### src/rtl/lpwr_wake_pkg.sv
package lpwr_wake_pkg;

  typedef enum logic [1:0] {
    PM_RUN   = 2'd0,
    PM_HALT  = 2'd1,
    PM_SLEEP = 2'd2
  } pm_state_e;

  // Which raw events may end the present stop state.
  function automatic logic wake_allowed(input pm_state_e st, input logic port_any,
                                        input logic dbg, input logic slow_any,
                                        input logic pclk_ok);
    case (st)
      PM_SLEEP: wake_allowed = port_any | dbg;
      PM_HALT:  wake_allowed = port_any | dbg | slow_any | pclk_ok;
      default:  wake_allowed = 1'b0;
    endcase
  endfunction

  // Whether a waking maskable interrupt may be taken.
  function automatic logic grant_ok(input pm_state_e st, input logic port_en,
                                    input logic slow_en, input logic pclk_ok,
                                    input logic ie);
    if (!ie) grant_ok = 1'b0;
    else begin
      case (st)
        PM_SLEEP: grant_ok = port_en;
        PM_HALT:  grant_ok = port_en | slow_en | pclk_ok;
        default:  grant_ok = 1'b0;
      endcase
    end
  endfunction

endpackage

### src/rtl/lpwr_wake_src.sv
module lpwr_wake_src
  import lpwr_wake_pkg::*;
#(
  parameter int N_PORT = 4,
  parameter int N_SLOW = 4,
  parameter int N_PCLK = 8
) (
  input  pm_state_e                  state,
  input  logic [N_PORT-1:0]          port_irq,
  input  logic                       dbg_break,
  input  logic [N_SLOW-1:0]          slow_irq,
  input  logic [N_PCLK-1:0]          pclk_irq,
  input  logic [N_PORT+N_SLOW+N_PCLK-1:0] ic_en,
  input  logic                       cpu_ie,
  input  logic                       pclk_run,
  output logic                       wake_hit,
  output logic                       int_ok
);
  localparam int SLOW_LO = N_PORT;
  localparam int PCLK_LO = N_PORT + N_SLOW;

  logic [N_PORT-1:0] port_en_hit;
  logic [N_SLOW-1:0] slow_en_hit;
  logic [N_PCLK-1:0] pclk_en_hit;
  logic              pclk_ok;

  assign port_en_hit = port_irq & ic_en[N_PORT-1:0];
  assign slow_en_hit = slow_irq & ic_en[SLOW_LO +: N_SLOW];
  assign pclk_en_hit = pclk_irq & ic_en[PCLK_LO +: N_PCLK];
  // Peripheral-clock interrupts exist only while that clock runs.
  assign pclk_ok     = (|pclk_en_hit) & pclk_run;

  assign wake_hit = wake_allowed(state, |port_irq, dbg_break, |slow_irq, pclk_ok);
  assign int_ok   = grant_ok(state, |port_en_hit, |slow_en_hit, pclk_ok, cpu_ie);
endmodule

### src/rtl/lpwr_mode_fsm.sv
module lpwr_mode_fsm
  import lpwr_wake_pkg::*;
(
  input  logic      clk,
  input  logic      rst_n,
  input  logic      halt_req,
  input  logic      sleep_req,
  input  logic      pclk_run,
  input  logic      wake_hit,
  output pm_state_e state,
  output logic      pclk_was_run,
  output logic      resume_q,
  output logic      wake_fire
);
  assign wake_fire = (state != PM_RUN) & wake_hit;

  always_ff @(posedge clk or negedge rst_n) begin
    if (!rst_n) begin
      state        <= PM_RUN;
      pclk_was_run <= 1'b0;
      resume_q     <= 1'b0;
    end else begin
      resume_q <= 1'b0;
      case (state)
        PM_RUN: begin
          if (sleep_req) begin
            state        <= PM_SLEEP;
            pclk_was_run <= pclk_run;
          end else if (halt_req) begin
            state        <= PM_HALT;
            pclk_was_run <= pclk_run;
          end
        end
        default: begin
          if (wake_hit) begin
            state    <= PM_RUN;
            resume_q <= 1'b1;
          end
        end
      endcase
    end
  end
endmodule

### src/rtl/lpwr_irq_track.sv
module lpwr_irq_track (
  input  logic clk,
  input  logic rst_n,
  input  logic wake_fire,
  input  logic int_ok,
  input  logic pclk_was_run,
  input  logic pclk_run,
  input  logic take_ack,
  output logic take_q,
  output logic hold_q
);
  logic grant_now, grant_late;

  assign grant_now  = wake_fire & int_ok & pclk_was_run;
  assign grant_late = wake_fire & int_ok & ~pclk_was_run;

  always_ff @(posedge clk or negedge rst_n) begin
    if (!rst_n) begin
      take_q <= 1'b0;
      hold_q <= 1'b0;
    end else if (take_ack) begin
      take_q <= 1'b0;
      hold_q <= 1'b0;
    end else begin
      take_q <= take_q | grant_now | (hold_q & pclk_run);
      hold_q <= hold_q | grant_late;
    end
  end
endmodule

### src/rtl/lpwr_wake_ctrl.sv
module lpwr_wake_ctrl
  import lpwr_wake_pkg::*;
#(
  parameter int N_PORT = 4,
  parameter int N_SLOW = 4,
  parameter int N_PCLK = 8
) (
  input  logic                            clk,
  input  logic                            rst_n,
  input  logic                            halt_req,
  input  logic                            sleep_req,
  input  logic [N_PORT-1:0]               port_irq,
  input  logic                            dbg_break,
  input  logic [N_SLOW-1:0]               slow_irq,
  input  logic [N_PCLK-1:0]               pclk_irq,
  input  logic [N_PORT+N_SLOW+N_PCLK-1:0] ic_en,
  input  logic                            cpu_ie,
  input  logic                            pclk_run,
  input  logic                            take_ack,
  output logic                            cpu_clk_en,
  output logic                            resume,
  output logic                            take_irq,
  output logic                            irq_held
);
  pm_state_e state;
  logic wake_hit, int_ok, wake_fire, pclk_was_run, resume_q, take_q, hold_q;
  logic in_run, in_sleep;

  lpwr_wake_src #(.N_PORT(N_PORT), .N_SLOW(N_SLOW), .N_PCLK(N_PCLK)) u_src (
    .state(state), .port_irq(port_irq), .dbg_break(dbg_break),
    .slow_irq(slow_irq), .pclk_irq(pclk_irq), .ic_en(ic_en),
    .cpu_ie(cpu_ie), .pclk_run(pclk_run),
    .wake_hit(wake_hit), .int_ok(int_ok)
  );

  lpwr_mode_fsm u_fsm (
    .clk(clk), .rst_n(rst_n), .halt_req(halt_req), .sleep_req(sleep_req),
    .pclk_run(pclk_run), .wake_hit(wake_hit), .state(state),
    .pclk_was_run(pclk_was_run), .resume_q(resume_q), .wake_fire(wake_fire)
  );

  lpwr_irq_track u_trk (
    .clk(clk), .rst_n(rst_n), .wake_fire(wake_fire), .int_ok(int_ok),
    .pclk_was_run(pclk_was_run), .pclk_run(pclk_run), .take_ack(take_ack),
    .take_q(take_q), .hold_q(hold_q)
  );

  assign in_run     = (state == PM_RUN);
  assign in_sleep   = (state == PM_SLEEP);
  assign cpu_clk_en = in_run;
  assign resume     = resume_q;
  assign take_irq   = take_q;
  assign irq_held   = hold_q;
endmodule

### config.mk
export PLATFORM = sky130hd
export DESIGN_NAME = lpwr_wake_ctrl
export DESIGN_NICKNAME = d
export VERILOG_FILES = /design/src/rtl/lpwr_wake_pkg.sv /design/src/rtl/lpwr_wake_src.sv /design/src/rtl/lpwr_mode_fsm.sv /design/src/rtl/lpwr_irq_track.sv /design/src/rtl/lpwr_wake_ctrl.sv
export SDC_FILE = /design/constraint.sdc
export NUM_CORES = 1
export LEC_CHECK = 0
export BUFFER_PORTS_ARGS = -buffer_cell sky130_fd_sc_hd__buf_2
export CAP_MARGIN = 10
export CORE_AREA = 8 8 45 47
export CTS_CLUSTER_SIZE = 16
export DETAILED_ROUTE_END_ITERATION = 10
export DIE_AREA = 0 0 53 55
export PLACE_DENSITY = 0.75
export SETUP_SLACK_MARGIN = 0.5
export SYNTH_ARGS = -nofsm -noshare
export SYNTH_HDL_FRONTEND = slang
export SYNTH_SLANG_ARGS = --single-unit
### constraint.sdc
create_clock -name clk -period 2.34 [get_ports clk]
set_input_delay 0.702 -clock clk [delete_from_list [all_inputs] [get_ports clk]]
set_output_delay 0.702 -clock clk [all_outputs]
set_load 0.02 [all_outputs]
==> qor.csv, run 1 <==
stage;metric;value;unit
worst_setup_path;r2r_end;u_trk.take_q$_DFF_PN0_;
worst_setup_path;max_stage_delay;0.39;ns
placed_design;dp_hpwl;1310;um
cells_and_area;nets;138;
timing;rsz0062_at_grt;false;
logic_synthesis;synth_top_cell_area_share;33.9;%
logic_synthesis;ys_types;19;
floorplan;design.core.area;1380;um^2
clock_network;clkLatencyLatePin;0.24;ns
timing;finalSetupViolCount;0;
logic_synthesis;synth_top_cells_by_area;dfrtp_1 34%, a22oi_1 10%, a22oi_2 8.5%, ha_1 8.5%, inv_1 5.1%;
drt;wl_met2;631;um
clock_network;post_cts_buffers;0;
drt;drtIter0Drc;11;
placed_design;dp_cells;106;
drt;viasPerCell;4.95;
drt;drtAntennaViolNets;0;
worst_setup_path;critPathRequiredTime;1.64;ns
clock_network;cts_max_path_buffers;2;
timing;period_share;75.7;%
timing;period_needed;1.77;ns
placed_design;gp_congestion;0.763;
cells_and_area;final_cells;109;
drt;wl_per_cell;13.4;um
clock_network;clk_pin_slew;0.04;ns
power_and_ir_drop;power_leakage;0.370;nW
floorplan;io_pins;44;
timing;tns;0;ns
timing;skew;0.000308;ns
logic_synthesis;synth_seq_area_share;33.9;%
worst_setup_path;cp.arrival;1.07;ns
worst_hold_path;min_path_type;in -> async;
grt;antenna_found_initial;0;
grt;grt_first_pass_wirelength;2510;um
logic_synthesis;syn_nets;90;
timing;hold_viol_final;0;
floorplan;initial_core_util;32.0;%
grt;grt_pass1_vias;592;
timing;fin_ws;0.569;ns
floorplan;die_y;55;um
run;drv_cap;0;
logic_synthesis;synth_top_area_cell;dfrtp_1;
worst_setup_path;endpoint_kind;output pin;
power_and_ir_drop;report.power.total;0.557;mW
cells_and_area;diodes;0;
worst_setup_path;r2r_cells;6;
floorplan;dieArea;2920;um^2
worst_setup_path;crit_fanout;6;
cells_and_area;drive_above_1_share;57.0;%
clock_network;cts_tree;built;
power_and_ir_drop;powerDensity;778;nW/um^2
logic_synthesis;synth_area_per_cell;9.42;um^2
clock_network;postCtsHoldBufs;0;
timing;max_freq;565;MHz
timing;worstMarginPinSlew;0.295;ns
worst_setup_path;critical-path-top-delay-family;flip-flops;
grt;grt_max_degree;7;
drt;top_layer;met3;
logic_synthesis;syn_area;443;um^2
clock_network;clkSinkCount;6;
grt;grt.total_usage;11.7;%
logic_synthesis;ys_ff_latch;6;
clock_network;htree_levels;1;
clock_network;ctsRootBufferMaster;clkbuf_4;
drt;routed-via-count;540;
floorplan;row_count;14;
grt;grt_remaining_overflow;0;
timing;maxSlewHeadroom;80.2;%
power_and_ir_drop;ir_drop;0.323;mV
worst_setup_path;crit_buf_inv;2;
outcome;outcome;finished, final reports clean;
timing;slew_viol_final;0;
drt;wl_met1;543;um
floorplan;die_x;53;um
worst_setup_path;start_kind;flop;
placed_design;portBuffers;43;
drt;remaining_drc_errors;0;
worst_setup_path;path_cells;inv_1 > ha_4 > buf_4;
logic_synthesis;ys_warn_count;0;
worst_setup_path;reg2reg_slack;0.70;ns
drt;wirelength;1460;um
worst_setup_path;critPathKind;reg -> out;
cells_and_area;area_delta_synth_final;61.6;%
worst_setup_path;critPathSlowestCell;dfrtp_1;
drt;first_pass_iters;4;
logic_synthesis;synth_cells;47;
placed_design;dp_slack;0.458;ns
cells_and_area;fin_util;51.7;%
drt;dr_wl_met3;282;um
clock_network;cts_buffers;3;
worst_setup_path;r2r-start;u_fsm.state[1]$_DFFE_PN0P_;
synth_stat cells:
| cell type | n |
|---|---|
| a41oi_1 | 1 |
| a21oi_1 | 1 |
| nand2_1 | 5 |
| o2111ai_1 | 1 |
| nand2b_1 | 1 |
| nor2_1 | 2 |
| ha_1 | 3 |
| o41a_1 | 1 |
| a22oi_1 | 6 |
| o21ai_1 | 2 |
| a211oi_2 | 1 |
| nor3_1 | 3 |
| dfrtp_1 | 6 |
| a221oi_2 | 1 |
| o32ai_1 | 2 |
| inv_1 | 6 |
| a21boi_0 | 1 |
| nor4_1 | 1 |
| a22oi_2 | 3 |
worst max path at each step:
stage,from,to,slack [ns],cells after the start
after CTS,u_fsm.state[1]$_DFFE_PN0P_,cpu_clk_en,0.53,3
after global placement,pclk_irq[2],u_fsm.state[0]$_DFFE_PN0P_,0.51,5
final,u_fsm.state[1]$_DFFE_PN0P_,cpu_clk_en,0.57,3
after floorplan,pclk_irq[2],u_fsm.state[0]$_DFFE_PN0P_,0.67,4
after global routing,u_fsm.state[1]$_DFFE_PN0P_,cpu_clk_en,0.51,3
after detailed placement,pclk_irq[0],u_fsm.state[0]$_DFFE_PN0P_,0.46,5
layout make-up:
class	count	area (um^2)
Fill cell	139	668
Multi-Input combinational cell	35	283
Timing Repair Buffer	43	218
Sequential cell	6	150
Clock buffer	3	22.5
Inverter	6	22.5
Tap cell	16	20.0
registers in the layout (all words and copies together), names as in the netlist:
name / flops
u_fsm.state: 2
u_fsm.resume_q: 1
u_trk.hold_q: 1
u_fsm.pclk_was_run: 1
u_trk.take_q: 1
cells by family (layout without fill, tap and decap cells):
kind of cell    count (synthesis)  in the layout  share of synthesized area (%)
fa+ha+maj                       3              3                           8.48
simple gates                   12             12                           12.1
buf+inv                         6             52                           5.08
flops                           6              6                           33.9
compound gates                 20             20                           40.4
cells in the final DEF, fill, tap and decap left out:
cell type,netlist,final
a211oi_2,1,1
a21boi_0,1,1
a21oi_1,1,1
a221oi_2,1,1
a22oi_1,6,6
a22oi_2,3,3
a41oi_1,1,1
buf_2,0,42
buf_4,0,1
clkbuf_4,0,3
dfrtp_1,6,6
ha_1,3,2
ha_4,0,1
inv_1,6,5
inv_2,0,1
nand2_1,5,5
nand2b_1,1,1
nor2_1,2,2
nor3_1,3,3
nor4_1,1,1
o2111ai_1,1,1
o21ai_1,2,2
o32ai_1,2,2
o41a_1,1,1
repair_timing:
item,in CTS,in global routing
gates resized for setup,3,1
pin swaps,0,0
endpoints found under the setup margin,1,1
report_power, final:
group | total, mW | switching, mW | internal [mW]
combinational | 0.303 | 0.159 | 0.144
clock | 0.0952 | 0.0372 | 0.0580
sequential | 0.159 | 0.0206 | 0.138
metrics by stage:
step	cell area [um^2]	hold WS (ns)
finish	716	0.275
global route	716	0.259
CTS	713	0.264
detailed placement	678	0.509
global placement	678	0.495
floorplan	443	0.406
layer usage:
| metal | track usage [%] | up-vias |
|---|---|---|
| met4 | 7.76 | 0 |
| met1 | 12.2 | 231 |
| met3 | 7.22 | 0 |
| met5 | 0 | - |
| li1 | - | 277 |
| met2 | 17.4 | 32 |
(Power assumes the default switching activity.)
==> run 2: changes to the inputs <==
- ABC_AREA: unset -> 1
- CORE_AREA: 8 8 45 47 -> unset
- CORE_MARGIN: unset -> 8
- CORE_UTILIZATION: unset -> 35
- DIE_AREA: 0 0 53 55 -> unset
- PLACE_DENSITY: 0.75 -> 0.77
- clock period: 2.34 -> 1.67 ns (I/O delays scaled with it)
==> run 2 against run 1 <==
Effect of this change: count of clock-buffer cells in the layout did not move; via count rose by 21%; worst setup slack got worse by 0.39 ns; critical path type unchanged; critical endpoint unchanged; largest cell class unchanged.
==> qor.csv, run 2 <==
stage;metric;value;unit
drt;first_pass_iters;2;
cells_and_area;area_delta_synth_final;86.0;%
power_and_ir_drop;ir_drop;0.794;mV
logic_synthesis;synth_top_cell_area_share;31.7;%
timing;skew;0.00963;ns
logic_synthesis;syn_nets;118;
drt;wl_per_cell;11.7;um
outcome;outcome;finished, final reports clean;
floorplan;die_y;52.8;um
worst_setup_path;critical_path_depth;3;
timing;period_share;89.1;%
placed_design;dp_hpwl;1360;um
clock_network;cts_buffers;3;
cells_and_area;largest_reg_flops;2;
grt;grt_first_pass_wirelength;2550;um
drt;wirelength;1680;um
cells_and_area;fin_util;68.5;%
floorplan;dieArea;2780;um^2
clock_network;clkSinkCount;6;
worst_setup_path;critPathRequiredTime;1.17;ns
worst_setup_path;crit_path_end;cpu_clk_en;
worst_setup_path;crit_buf_inv;2;
drt;routed-via-count;652;
placed_design;dp_slack;0.255;ns
grt;grt_pass1_vias;657;
power_and_ir_drop;powerDensity;1180;nW/um^2
timing;period_needed;1.49;ns
cells_and_area;fillers;112;
timing;finalSetupViolCount;0;
worst_setup_path;critPathKind;reg -> out;
worst_setup_path;worst_setup_path_startpoint;u_fsm.state[1]$_DFFE_PN0P_;
logic_synthesis;synth_top_cells_by_area;dfrtp_1 32%, nand2_1 25%, ha_1 7.9%, inv_1 7.1%, nor2_1 7.1%;
clock_network;ctsRootBufferMaster;clkbuf_4;
worst_setup_path;path_cells;inv_2 > ha_4 > buf_6;
cells_and_area;top_register;u_fsm.state;
power_and_ir_drop;report.power.total;1.04;mW
timing;slew_viol_final;0;
worst_setup_path;max_stage_delay;0.40;ns
clock_network;clkLatencyLatePin;0.24;ns
logic_synthesis;synth_ff_type;dfrtp_1;
logic_synthesis;ys_warn_count;0;
worst_setup_path;r2r-start;u_fsm.state[1]$_DFFE_PN0P_;
logic_synthesis;synthTopCellsByCount;31 x nand2_1, 9 x inv_1, 9 x nor2_1, 6 x dfrtp_1, 4 x a21oi_1;
worst_hold_path;min_path_type;in -> async;
drt;drtAntennaViolNets;0;
timing;rsz0062_at_grt;true;
clock_network;clk_pin_slew;0.05;ns
cells_and_area;layout_common_cells;39 x buf_2, 30 x nand2_1, 8 x nor2_1;
logic_synthesis;synth-edff-count;0;
clock_network;cts_tree;built;
logic_synthesis;synth_seq_area_share;31.7;%
timing;worstMarginPinSlew;0.176;ns
timing;max_freq;672;MHz
worst_setup_path;endpoint_kind;output pin;
worst_setup_path;cp.arrival;0.99;ns
clock_network;htree_levels;1;
logic_synthesis;syn_area;473;um^2
worst_setup_path;start_kind;flop;
power_and_ir_drop;power_leakage;0.485;nW
placed_design;gp_congestion;0.771;
cells_and_area;nets;173;
timing;tns;0;ns
grt;grt_max_degree;7;
timing;maxSlewHeadroom;88.2;%
worst_setup_path;critPathSlowestCell;dfrtp_1;
logic_synthesis;synth_cells;75;
floorplan;initial_core_util;36.8;%
floorplan;design.core.area;1280;um^2
timing;fin_ws;0.182;ns
logic_synthesis;ys_types;15;
cells_and_area;diodes;0;
drt;viasPerCell;4.56;
logic_synthesis;synth.most_common_cell;nand2_1;
logic_synthesis;synth_area_per_cell;6.31;um^2
timing;hold_viol_final;0;
logic_synthesis;synth_top_area_cell;dfrtp_1;
grt;antenna_found_initial;0;
worst_setup_path;r2r_end;u_fsm.state[0]$_DFFE_PN0P_;
worst_setup_path;r2r_cells;10;
grt;grt.total_usage;11.5;%
cells_and_area;drive_above_1_share;53.1;%
run;drv_cap;0;
grt;grt_remaining_overflow;0;
clock_network;cts_max_path_buffers;2;
worst_setup_path;critical-path-top-delay-family;flip-flops;
floorplan;io_pins;44;
drt;remaining_drc_errors;0;
floorplan;die_x;52.8;um
timing;worst_hold_slack;0.0759;ns
floorplan;row_count;13;
logic_synthesis;ys_async_sr_fraction;100;%
logic_synthesis;ys_ff_latch;6;
placed_design;portBuffers;43;
drt;drtIter0Drc;6;
worst_setup_path;crit_fanout;3;
cells_and_area;final_common_cell;buf_2;
worst_setup_path;reg2reg_slack;0.26;ns
run 2: changes by cell type after synthesis, sizes merged, moves of 2 or more:
cell   delta
nor2      +8
a21oi     +4
inv       +3
nand3     +4
nor3      -3
a22oi     -9
nand4     +2
nand2    +28
o32ai     -2
run 2: final cells by class:
type	count	area (um^2)	area share [%]
inverters	9	33.8	3.84
flip-flops and latches	6	150	17.1
repair buffers	50	297	33.7
clock buffers	3	22.5	2.56
multi-input cells	60	358	40.7
well taps	15	18.8	2.13
run 2: worst register-to-register path: stages (launching register included):
cell and delay (ns):
dfrtp_1 0.40, inv_2 0.09, buf_4 0.13, ha_4 0.12, inv_1 0.05, a21oi_2 0.14, nand2_2 0.08, buf_4 0.14
nand2_4 0.06, nand3_1 0.06, o21ai_1 0.08
run 2: how the worst min path moves through the flow:
stage / from / to / depth (start not counted)
after floorplan: rst_n / u_fsm.pclk_was_run$_DFFE_PN0P_ / 0
after global placement: rst_n / u_trk.hold_q$_DFF_PN0_ / 1
after detailed placement: rst_n / u_trk.take_q$_DFF_PN0_ / 1
after CTS: rst_n / u_trk.hold_q$_DFF_PN0_ / 1
after global routing: rst_n / u_trk.hold_q$_DFF_PN0_ / 1
final: rst_n / u_trk.hold_q$_DFF_PN0_ / 1
run 2: what timing repair did:
item                                   in CTS  in global routing
hold buffers                                0                  0
endpoints found under the hold margin       0                  0
setup endpoints to repair                   8                 10
setup buffers                               7                  0
pin swaps                                   5                  4
resized for setup                          13                  6
run 2: power breakdown:
part / internal [mW] / total, mW / leakage, nW / switching (mW)
Combinational: 0.348 / 0.683 / 0.394 / 0.335
Clock: 0.0810 / 0.129 / 0.0138 / 0.0482
Sequential: 0.192 / 0.223 / 0.0776 / 0.0310
run 2: cell families (layout without fill, tap and decap cells):
kind of cell	Yosys count	count (layout)	synth area share (%)
flops	6	6	31.7
simple gates	49	49	43.6
compound gates	8	8	9.52
buf+inv	9	62	7.14
fa+ha+maj	3	3	7.94
run 2: stage by stage:
step	cell area (um^2)	std cells
after floorplan	490	75
after global placement	724	133
after CTS	851	143
final	880	143
after detailed placement	724	133
after global routing	880	143
run 2: layer usage:
layer | GRT usage (%) | part of all wire [%] | up-vias
met5 | 0 | 0 | -
met4 | 3.45 | 0 | 0
met3 | 6.82 | 16 | 0
met2 | 19.1 | 51 | 28
met1 | 11.8 | 34 | 281
li1 | - | - | 343
